--- src/rtl/cfg_rom_pkg.sv ---
package cfg_rom_pkg;
  localparam int unsigned BYTE_W  = 8;
  localparam int unsigned BIDX_W  = 3;

  typedef enum logic {
    MODE_SERIAL   = 1'b0,
    MODE_PARALLEL = 1'b1
  } rd_mode_e;

  // pin-drive mask for one active cycle in a given mode
  function automatic logic [BYTE_W-1:0] lane_mask(input rd_mode_e m);
    return (m == MODE_PARALLEL) ? {BYTE_W{1'b1}} : {{(BYTE_W-1){1'b0}}, 1'b1};
  endfunction
endpackage

--- src/rtl/cfg_mem.sv ---
module cfg_mem
  import cfg_rom_pkg::*;
#(
  parameter int unsigned DEPTH = 16,
  localparam int unsigned AW   = (DEPTH > 1) ? $clog2(DEPTH) : 1
) (
  input  logic              clk,
  input  logic              wr_en,
  input  logic [AW-1:0]     wr_addr,
  input  logic [BYTE_W-1:0] wr_data,
  input  logic [AW-1:0]     rd_addr,
  output logic [BYTE_W-1:0] rd_data
);
  logic [BYTE_W-1:0] store_q [DEPTH];

  always_ff @(posedge clk) begin
    if (wr_en) store_q[wr_addr] <= wr_data;
  end

  assign rd_data = store_q[rd_addr];
endmodule

--- src/rtl/cfg_pos_ctr.sv ---
module cfg_pos_ctr
  import cfg_rom_pkg::*;
#(
  parameter int unsigned DEPTH = 16,
  localparam int unsigned AW   = (DEPTH > 1) ? $clog2(DEPTH) : 1,
  localparam logic [AW-1:0] LAST_BYTE = AW'(DEPTH - 1)
) (
  input  logic              clk,
  input  logic              oe_rst_n,
  input  logic              ce_n,
  input  rd_mode_e          mode,
  output logic [AW-1:0]     byte_addr,
  output logic [BIDX_W-1:0] bit_idx,
  output logic              exhausted
);
  logic byte_end;
  logic at_tc;
  logic step;

  assign byte_end = (mode == MODE_PARALLEL) || (bit_idx == {BIDX_W{1'b1}});
  assign at_tc    = byte_end && (byte_addr == LAST_BYTE);
  assign step     = !ce_n && !exhausted;

  always_ff @(posedge clk) begin
    if (!oe_rst_n) begin
      byte_addr <= '0;
      bit_idx   <= '0;
      exhausted <= 1'b0;
    end else if (step) begin
      if (at_tc) begin
        exhausted <= 1'b1;
      end else if (byte_end) begin
        byte_addr <= byte_addr + 1'b1;
        bit_idx   <= '0;
      end else begin
        bit_idx   <= bit_idx + 1'b1;
      end
    end
  end

  assert_stall_holds_R1: assert property (@(posedge clk) disable iff (!oe_rst_n)
    ce_n |=> ($stable(byte_addr) && $stable(bit_idx) && $stable(exhausted)));

  assert_exhausted_frozen_R6: assert property (@(posedge clk) disable iff (!oe_rst_n)
    exhausted |=> (exhausted && $stable(byte_addr) && $stable(bit_idx)));
endmodule

--- src/rtl/cfg_out_stage.sv ---
module cfg_out_stage
  import cfg_rom_pkg::*;
#(
  parameter bit CEO_ACT_HIGH = 1'b0
) (
  input  logic              oe_rst_n,
  input  logic              ce_n,
  input  rd_mode_e          mode,
  input  logic              exhausted,
  input  logic [BYTE_W-1:0] rd_byte,
  input  logic [BIDX_W-1:0] bit_idx,
  output logic [BYTE_W-1:0] data_out,
  output logic [BYTE_W-1:0] data_oe,
  output logic              ceo
);
  logic selected;
  logic drive;
  logic chain_act;

  assign selected  = oe_rst_n && !ce_n;
  assign drive     = selected && !exhausted;
  assign chain_act = selected && exhausted;

  always_comb begin
    if (mode == MODE_PARALLEL) data_out = rd_byte;
    else                       data_out = {{(BYTE_W-1){1'b0}}, rd_byte[bit_idx]};
  end

  assign data_oe = drive ? lane_mask(mode) : '0;

  generate
    if (CEO_ACT_HIGH) begin : g_ceo_hi
      assign ceo = chain_act;
    end else begin : g_ceo_lo
      assign ceo = !chain_act;
    end
  endgenerate
endmodule

--- src/rtl/cfg_rom_reader.sv ---
module cfg_rom_reader
  import cfg_rom_pkg::*;
#(
  parameter int unsigned DEPTH        = 16,
  parameter bit          CEO_ACT_HIGH = 1'b0,
  localparam int unsigned AW          = (DEPTH > 1) ? $clog2(DEPTH) : 1
) (
  input  logic              clk,
  input  logic              oe_rst_n,
  input  logic              ce_n,
  input  logic              par_mode,
  input  logic              wr_en,
  input  logic [AW-1:0]     wr_addr,
  input  logic [BYTE_W-1:0] wr_data,
  output logic [BYTE_W-1:0] data_out,
  output logic [BYTE_W-1:0] data_oe,
  output logic              ceo
);
  rd_mode_e          mode;
  logic [AW-1:0]     byte_addr;
  logic [BIDX_W-1:0] bit_idx;
  logic              exhausted;
  logic [BYTE_W-1:0] rd_byte;
  logic              ceo_active;

  assign mode       = rd_mode_e'(par_mode);
  assign ceo_active = (ceo == CEO_ACT_HIGH);

  cfg_mem #(.DEPTH(DEPTH)) u_mem (
    .clk     (clk),
    .wr_en   (wr_en),
    .wr_addr (wr_addr),
    .wr_data (wr_data),
    .rd_addr (byte_addr),
    .rd_data (rd_byte)
  );

  cfg_pos_ctr #(.DEPTH(DEPTH)) u_ctr (
    .clk       (clk),
    .oe_rst_n  (oe_rst_n),
    .ce_n      (ce_n),
    .mode      (mode),
    .byte_addr (byte_addr),
    .bit_idx   (bit_idx),
    .exhausted (exhausted)
  );

  cfg_out_stage #(.CEO_ACT_HIGH(CEO_ACT_HIGH)) u_out (
    .oe_rst_n  (oe_rst_n),
    .ce_n      (ce_n),
    .mode      (mode),
    .exhausted (exhausted),
    .rd_byte   (rd_byte),
    .bit_idx   (bit_idx),
    .data_out  (data_out),
    .data_oe   (data_oe),
    .ceo       (ceo)
  );

  // reset floats the pins and parks the chain output
  always_comb begin
    if (oe_rst_n == 1'b0) begin
      assert_reset_quiet_R2: assert (data_oe == '0 && !ceo_active);
    end
  end

  assert_standby_float_R3: assert property (@(posedge clk) disable iff (!oe_rst_n)
    ce_n |-> (data_oe == '0));

  assert_handoff_exclusive_R6: assert property (@(posedge clk) disable iff (!oe_rst_n)
    ceo_active |-> (data_oe == '0));

  assert_serial_one_pin_R4: assert property (@(posedge clk) disable iff (!oe_rst_n)
    !par_mode |-> (data_oe == '0 || data_oe == 8'h01));

  assert_parallel_all_pins_R5: assert property (@(posedge clk) disable iff (!oe_rst_n)
    par_mode |-> (data_oe == '0 || data_oe == 8'hFF));
endmodule

--- config.mk ---
export PLATFORM = sky130hd
export DESIGN_NAME = cfg_rom_reader
export DESIGN_NICKNAME = d
export VERILOG_FILES = /design/src/rtl/cfg_rom_pkg.sv /design/src/rtl/cfg_mem.sv /design/src/rtl/cfg_pos_ctr.sv /design/src/rtl/cfg_out_stage.sv /design/src/rtl/cfg_rom_reader.sv
export SDC_FILE = /design/constraint.sdc
export NUM_CORES = 1
export LEC_CHECK = 0
export BUFFER_PORTS_ARGS = -buffer_cell sky130_fd_sc_hd__buf_2
export CAP_MARGIN = 0
export CORE_UTILIZATION = 40
export CTS_CLUSTER_DIAMETER = 50
export DETAILED_ROUTE_END_ITERATION = 10
export MAX_ROUTING_LAYER = met4
export PLACE_DENSITY = 0.67
export SYNTH_ARGS = -nofsm -noshare
export SYNTH_HDL_FRONTEND = slang
export SYNTH_HIERARCHICAL = 1
export SYNTH_SLANG_ARGS = --single-unit
--- constraint.sdc ---
create_clock -name clk -period 4.5 [get_ports clk]
set_input_delay 0.45 -clock clk [delete_from_list [all_inputs] [get_ports clk]]
set_output_delay 0.45 -clock clk [all_outputs]
set_load 0.02 [all_outputs]
==> flow_summary.yaml, run 1 <==
outcome:
  status: "finished clean"
worst_hold_path:
  hold_path.class: "input pin to flop"
run:
  max_cap_violations: 0
power:
  clkPwrFrac_pct: 45.4
  peakVddDrop_mv: 0.2744
  power.density_nw_per_um2: 445.9
  power_w: 0.002882
  switching_power_w: 0.0006028
  power_frac_seq_pct: 49.4
  p_leak_nw: 2.145
  power.share.combinational_pct: 5.2
  sw_frac_of_total_pct: 20.92
  p_int_w: 0.002279
timing:
  finClkSkew_ns: 0.001237
  min_period_ns: 3.364
  finalHoldViolCount: 0
  max_freq_mhz: 297.3
  setup_viol_count_final: 0
  timing.final.ws_setup_ns: 1.136
  fin_setup_tns_ns: 0
  rsz0062_at_grt: "no"
  tightest_slew_ns: 1.048
  period_share_pct: 74.75
  maxSlewHeadroom_pct: 29.88
  slew_viol_final: 0
critical_path:
  cp-start-kind: "flop"
  endpoint_kind: "primary output"
  path_max_fanout: 17
  cp.required_ns: 4.05
  arrival_ns: 2.91
  worst-setup-path-type: "flop to primary output"
drt:
  route.vias.total: 2831
  first_pass_iters: 4
  routed_wl_um: 10850
  ant_nets: 0
  route.detailed.drc: 0
  via_per_inst: 5.434
  first_iter_violations: 260
  wl_per_cell_um: 20.83
synthesis:
  async_flop_share_pct: 0
  synth_top_cell_area_share_pct: 68.49
  synth-edff-count: 128
  synthTopCellsByArea: "edfxtp_1, mux4_2, mux4_1"
  synth_seq_cells: 136
  synthCells: 291
  netlist_area_sq_um: 5612
  yosysMostFrequentCell: "edfxtp_1"
  ys_types: 36
  synthTopCellsByCount: "edfxtp_1, mux4_2, nand2_1"
  ys.flop_type: "edfxtp_1"
  synth_top_cell_by_area: "edfxtp_1"
  avgSynthCellArea_sq_um: 19.28
  yosysSeqAreaShare_pct: 71.35
  synthesis.nets: 311
  synth_warnings: 6
cts:
  htree_num_levels: 4
  clk_pin_slew_ns: 0.06
  ctsHoldBuffers: 0
  clock_sinks: 136
  ctsResizeCount: 0
  clock-root-buffer: "clkbuf_16"
  clockBufferDepth: 2
  cts_setup_buffers: 0
  numCtsBuffers: 17
  clk_latency_ns: 0.42
  cts_tree: "built"
finish:
  drive_above_1_share_pct: 27.83
  nNetsFinal: 352
  area_delta_synth_final_pct: 15.16
  antenna_cells: 0
die:
  start_util_pct: 41.71
  die_x_um: 120.4
  die_h_um: 120.4
  core-area_sq_um: 13450
  rows: 42
  io-pin-count: 34
  dieArea_sq_um: 14510
placed_design:
  portBuffers: 33
  gp_congestion: 0.8220
  hpwl_um: 6886
  pre_cts_slack_ns: 1.529
global_route:
  grtUsageTotal_pct: 16.79
  antenna_found_initial: 0
  grt-ovfl-total: 0
  first_global_vias: 2832
  grt_pass1_wl_um: 16570
  grt_max_degree: 36
[metrics by stage]
| stage | area, sq um | util [%] | hold WS [ns] | instances |
|---|---|---|---|---|
| after detailed placement | 5901 | 43.86 | 0.5290 | 489 |
| final | 6462 | 48.04 | 0.3163 | 521 |
| after floorplan | 5612 | - | 0.4672 | 291 |
| after CTS | 6462 | 48.04 | 0.2884 | 521 |
| after global placement | 5901 | 43.86 | 0.5059 | 489 |
| after global routing | 6462 | 48.04 | 0.3195 | 521 |
[cell type report]
cell class	count	area, sq um
fillers	1144	6990
flip-flops and latches	136	4005
multi-input cells	136	1454
clock buffers	17	425.4
well taps	176	220.2
repair buffers	40	217.7
clock inverters	15	136.4
inverters	1	3.754
[critical path: stages, from the launching register on]
cell     delay (ns)
dfxtp_2        0.62
buf_4          0.31
mux4_2         0.52
a22oi_1        0.25
nand2_1        0.16
mux2i_1        0.15
mux4_2         0.26
o21ai_2        0.05
buf_2          0.16
[routing by layer]
metal | share of wire [%] | GRT usage [%] | vias to the layer above | wire length, um
met3 | 5.0 | 5.425 | 9 | 545
met4 | 0.94 | 6.250 | 0 | 102
met5 | 0 | - | - | 0
met1 | 46 | 21.50 | 1456 | 4940
li1 | - | - | 1271 | -
met2 | 48 | 25.11 | 95 | 5262
[kinds of logic (layout without fill, tap and decap cells)]
family	count (synthesis)	in the layout	share of synthesized area (%)
flops	136	136	71.35
compound gates	29	29	3.835
simple gates	65	65	6.154
fa+ha+maj	3	3	0.6690
mux	39	39	15.25
buf+inv	19	73	2.742
[power groups by stage]
stage	Clock [W]	Sequential [W]	Combinational, W
floorplan	0	0.00144	0.000107
global placement	0	0.00145	0.000149
detailed placement	0	0.00145	0.000153
CTS	0.00133	0.00142	0.000153
global route	0.00139	0.00142	0.000163
finish	0.00131	0.00142	0.000151
[registers in the layout (all words and copies together), names as in the netlist]
| register | flops |
|---|---|
| u_ctr/exhausted | 1 |
| u_ctr/bit_idx | 3 |
| u_ctr/byte_addr | 4 |
| u_mem/store_q | 128 |
[path summary, 6_finish.rpt]
kind / end / startpoint / slack, ns / cells past startpoint
min: u_ctr/exhausted / ce_n / 0.32 / 2
min reg2reg: u_ctr/bit_idx[1] / u_ctr/bit_idx[1] / 0.54 / 2
max: data_out[0] / u_ctr/byte_addr[0] / 1.14 / 8
max reg2reg: u_ctr/exhausted / u_ctr/byte_addr[1] / 2.77 / 5
[cells in the final DEF, fill, tap and decap left out, types with 3 or more instances in the layout]
master	n
edfxtp_1	128
buf_2	33
mux4_2	19
clkbuf_16	17
nand2_1	17
nor2_1	16
a22oi_1	16
mux4_1	14
and2_1	9
buf_4	7
dfxtp_1	7
clkinv_2	6
mux2i_1	6
clkinvlp_4	4
nor3_1	4
nor2b_1	3
a31oi_1	3
o21ai_1	3
nand2b_1	3
ha_1	3
nand3b_1	3
(Power assumes the default switching activity.)
==> run 2: changes to the inputs <==
PLACE_DENSITY = 0.69   (was 0.67)
clock period = 2.7 ns   (was 4.5 ns; I/O delays follow)
==> run 2 against run 1 <==
The flow now finishes with violations (setup timing). Final area up 5.0%. Largest cell class unchanged. Critical path depth unchanged. Via count up 3.9%.
==> flow_summary.yaml, run 2 (synthesis results as in run 1) <==
finish:
  seqCellArea_sq_um: 4008
  final_cell_mix: "edfxtp_1, buf_2, mux4_2"
  reg_top3: "u_mem/store_q x128, u_ctr/byte_addr x4, u_ctr/bit_idx x3"
  num-fill-cells: 1097
  drive_above_1_share_pct: 33.99
  final_common_cell: "edfxtp_1"
  antenna_cells: 0
  nNetsFinal: 364
  fin_util_pct: 50.46
  largest_reg_flops: 128
  area_delta_synth_final_pct: 20.96
  top_register: "u_mem/store_q"
  multi_input_area_sq_um: 1503
global_route:
  first_global_vias: 2952
  grt-ovfl-total: 0
  grt_pass1_wl_um: 17020
  grt_use_met1_pct: 21.96
  grt_most_used_layer: "met2"
  grt_max_degree: 36
  use_met2_pct: 27.19
  antenna_found_initial: 0
  use_met3_pct: 4.151
  grtUsageTotal_pct: 17.21
cts:
  htree_num_levels: 4
  clockBufferDepth: 2
  cts_tree: "built"
  ctsHoldBuffers: 0
  clock-root-buffer: "clkbuf_16"
  numCtsBuffers: 17
  clk_pin_slew_ns: 0.06
  clock_sinks: 136
  clk_latency_ns: 0.41
power:
  p_leak_nw: 2.268
  power_w: 0.005121
  power.density_nw_per_um2: 754.4
  peakVddDrop_mv: 0.4139
die:
  io-pin-count: 34
  core-area_sq_um: 13450
  dieArea_sq_um: 14510
  rows: 42
  die_x_um: 120.4
  start_util_pct: 41.71
  die_h_um: 120.4
drt:
  route.detailed.drc: 0
  routed_wl_um: 11340
  wl_per_cell_um: 21.31
  ant_nets: 0
  route.vias.total: 2942
  via_per_inst: 5.530
  first_pass_iters: 4
  first_iter_violations: 248
worst_hold_path:
  hold_path.class: "input pin to flop"
run:
  max_cap_violations: 0
placed_design:
  portBuffers: 33
  hpwl_um: 7064
  pre_cts_slack_ns: 0.2705
  gp_congestion: 0.8252
timing:
  max_freq_mhz: 357.0
  tightest_slew_ns: 0.9389
  period_share_pct: 103.7
  setup_viol_count_final: 1
  finClkSkew_ns: 0.006599
  fin_setup_tns_ns: -0.1011
  maxSlewHeadroom_pct: 37.17
  timing.final.ws_setup_ns: -0.1011
  slew_viol_final: 0
  finalHoldViolCount: 0
  rsz0062_at_grt: "yes"
  min_period_ns: 2.801
critical_path:
  cp-start-kind: "flop"
  cp.required_ns: 2.43
  path_max_fanout: 11
  worst-setup-path-type: "flop to primary output"
  endpoint_kind: "primary output"
  arrival_ns: 2.53
outcome:
  status: "finished with violations"
  violations: "setup timing"
==> run 2: cell count changes in the layout (fill, tap and decap cells not counted), moves of 2 or more <==
| cell | change |
|---|---|
| buf_16 | +2 |
| buf_4 | +5 |
| clkinv_2 | -4 |
| buf_12 | +4 |
| nand2_2 | +2 |
| nand2_1 | -2 |
| bufinv_16 | +3 |
| a22oi_1 | -9 |
| a22oi_2 | +9 |
==> run 2: path summary, 6_finish.rpt <==
path         depth (start not counted)  slack, ns                 end                from
max                                  8      -0.10         data_out[0]  u_ctr/byte_addr[0]
min                                  2       0.13     u_ctr/exhausted                ce_n
max reg2reg                          6       1.03  u_ctr/byte_addr[0]  u_ctr/byte_addr[0]
min reg2reg                          2       0.54     u_ctr/exhausted     u_ctr/exhausted
==> run 2: stage by stage <==
step	instances	hold WS, ns	cell area [sq um]
floorplan	291	0.3689	5612
global placement	494	0.5224	5976
detailed placement	494	0.5236	5976
CTS	529	0.1063	6729
global route	532	0.1369	6788
finish	532	0.1259	6788
==> run 2: worst max-delay path, stage by stage (launching register included) <==
cell and delay [ns]:
dfxtp_4 0.42, buf_12 0.17, mux4_1 0.59, a22oi_2 0.22, nand2_2 0.10, mux2i_1 0.15
mux4_2 0.26, o21ai_2 0.07, buf_6 0.14
==> run 2: timing repair <==
action | 4_1_cts | 5_1_grt
resized for setup | 14 | 5
endpoints found under the setup margin | 1 | 1
pin swaps | 5 | 3
cloned | 2 | 1
buffers inserted | 2 | 2
==> run 2: power breakdown <==
part,internal [W],switching [W]
registers,0.00235,0.0000170
clock network,0.00162,0.000816
logic,0.000149,0.000167
total,0.00412,0.00100
==> run 2: area by class of cell <==
type	count	share of cell area, %
Clock buffer	17	6.267
Timing Repair Buffer	52	6.212
Tap cell	176	3.244
Inverter	1	0.05530
Multi-Input combinational cell	136	22.14
Clock inverter	14	3.041
Sequential cell	136	59.04
==> run 2: routing by layer <==
layer,routed length (um),vias to the layer above
met5,0,-
met1,5016,1523
li1,-,1302
met4,68,0
met2,5641,108
met3,610,9
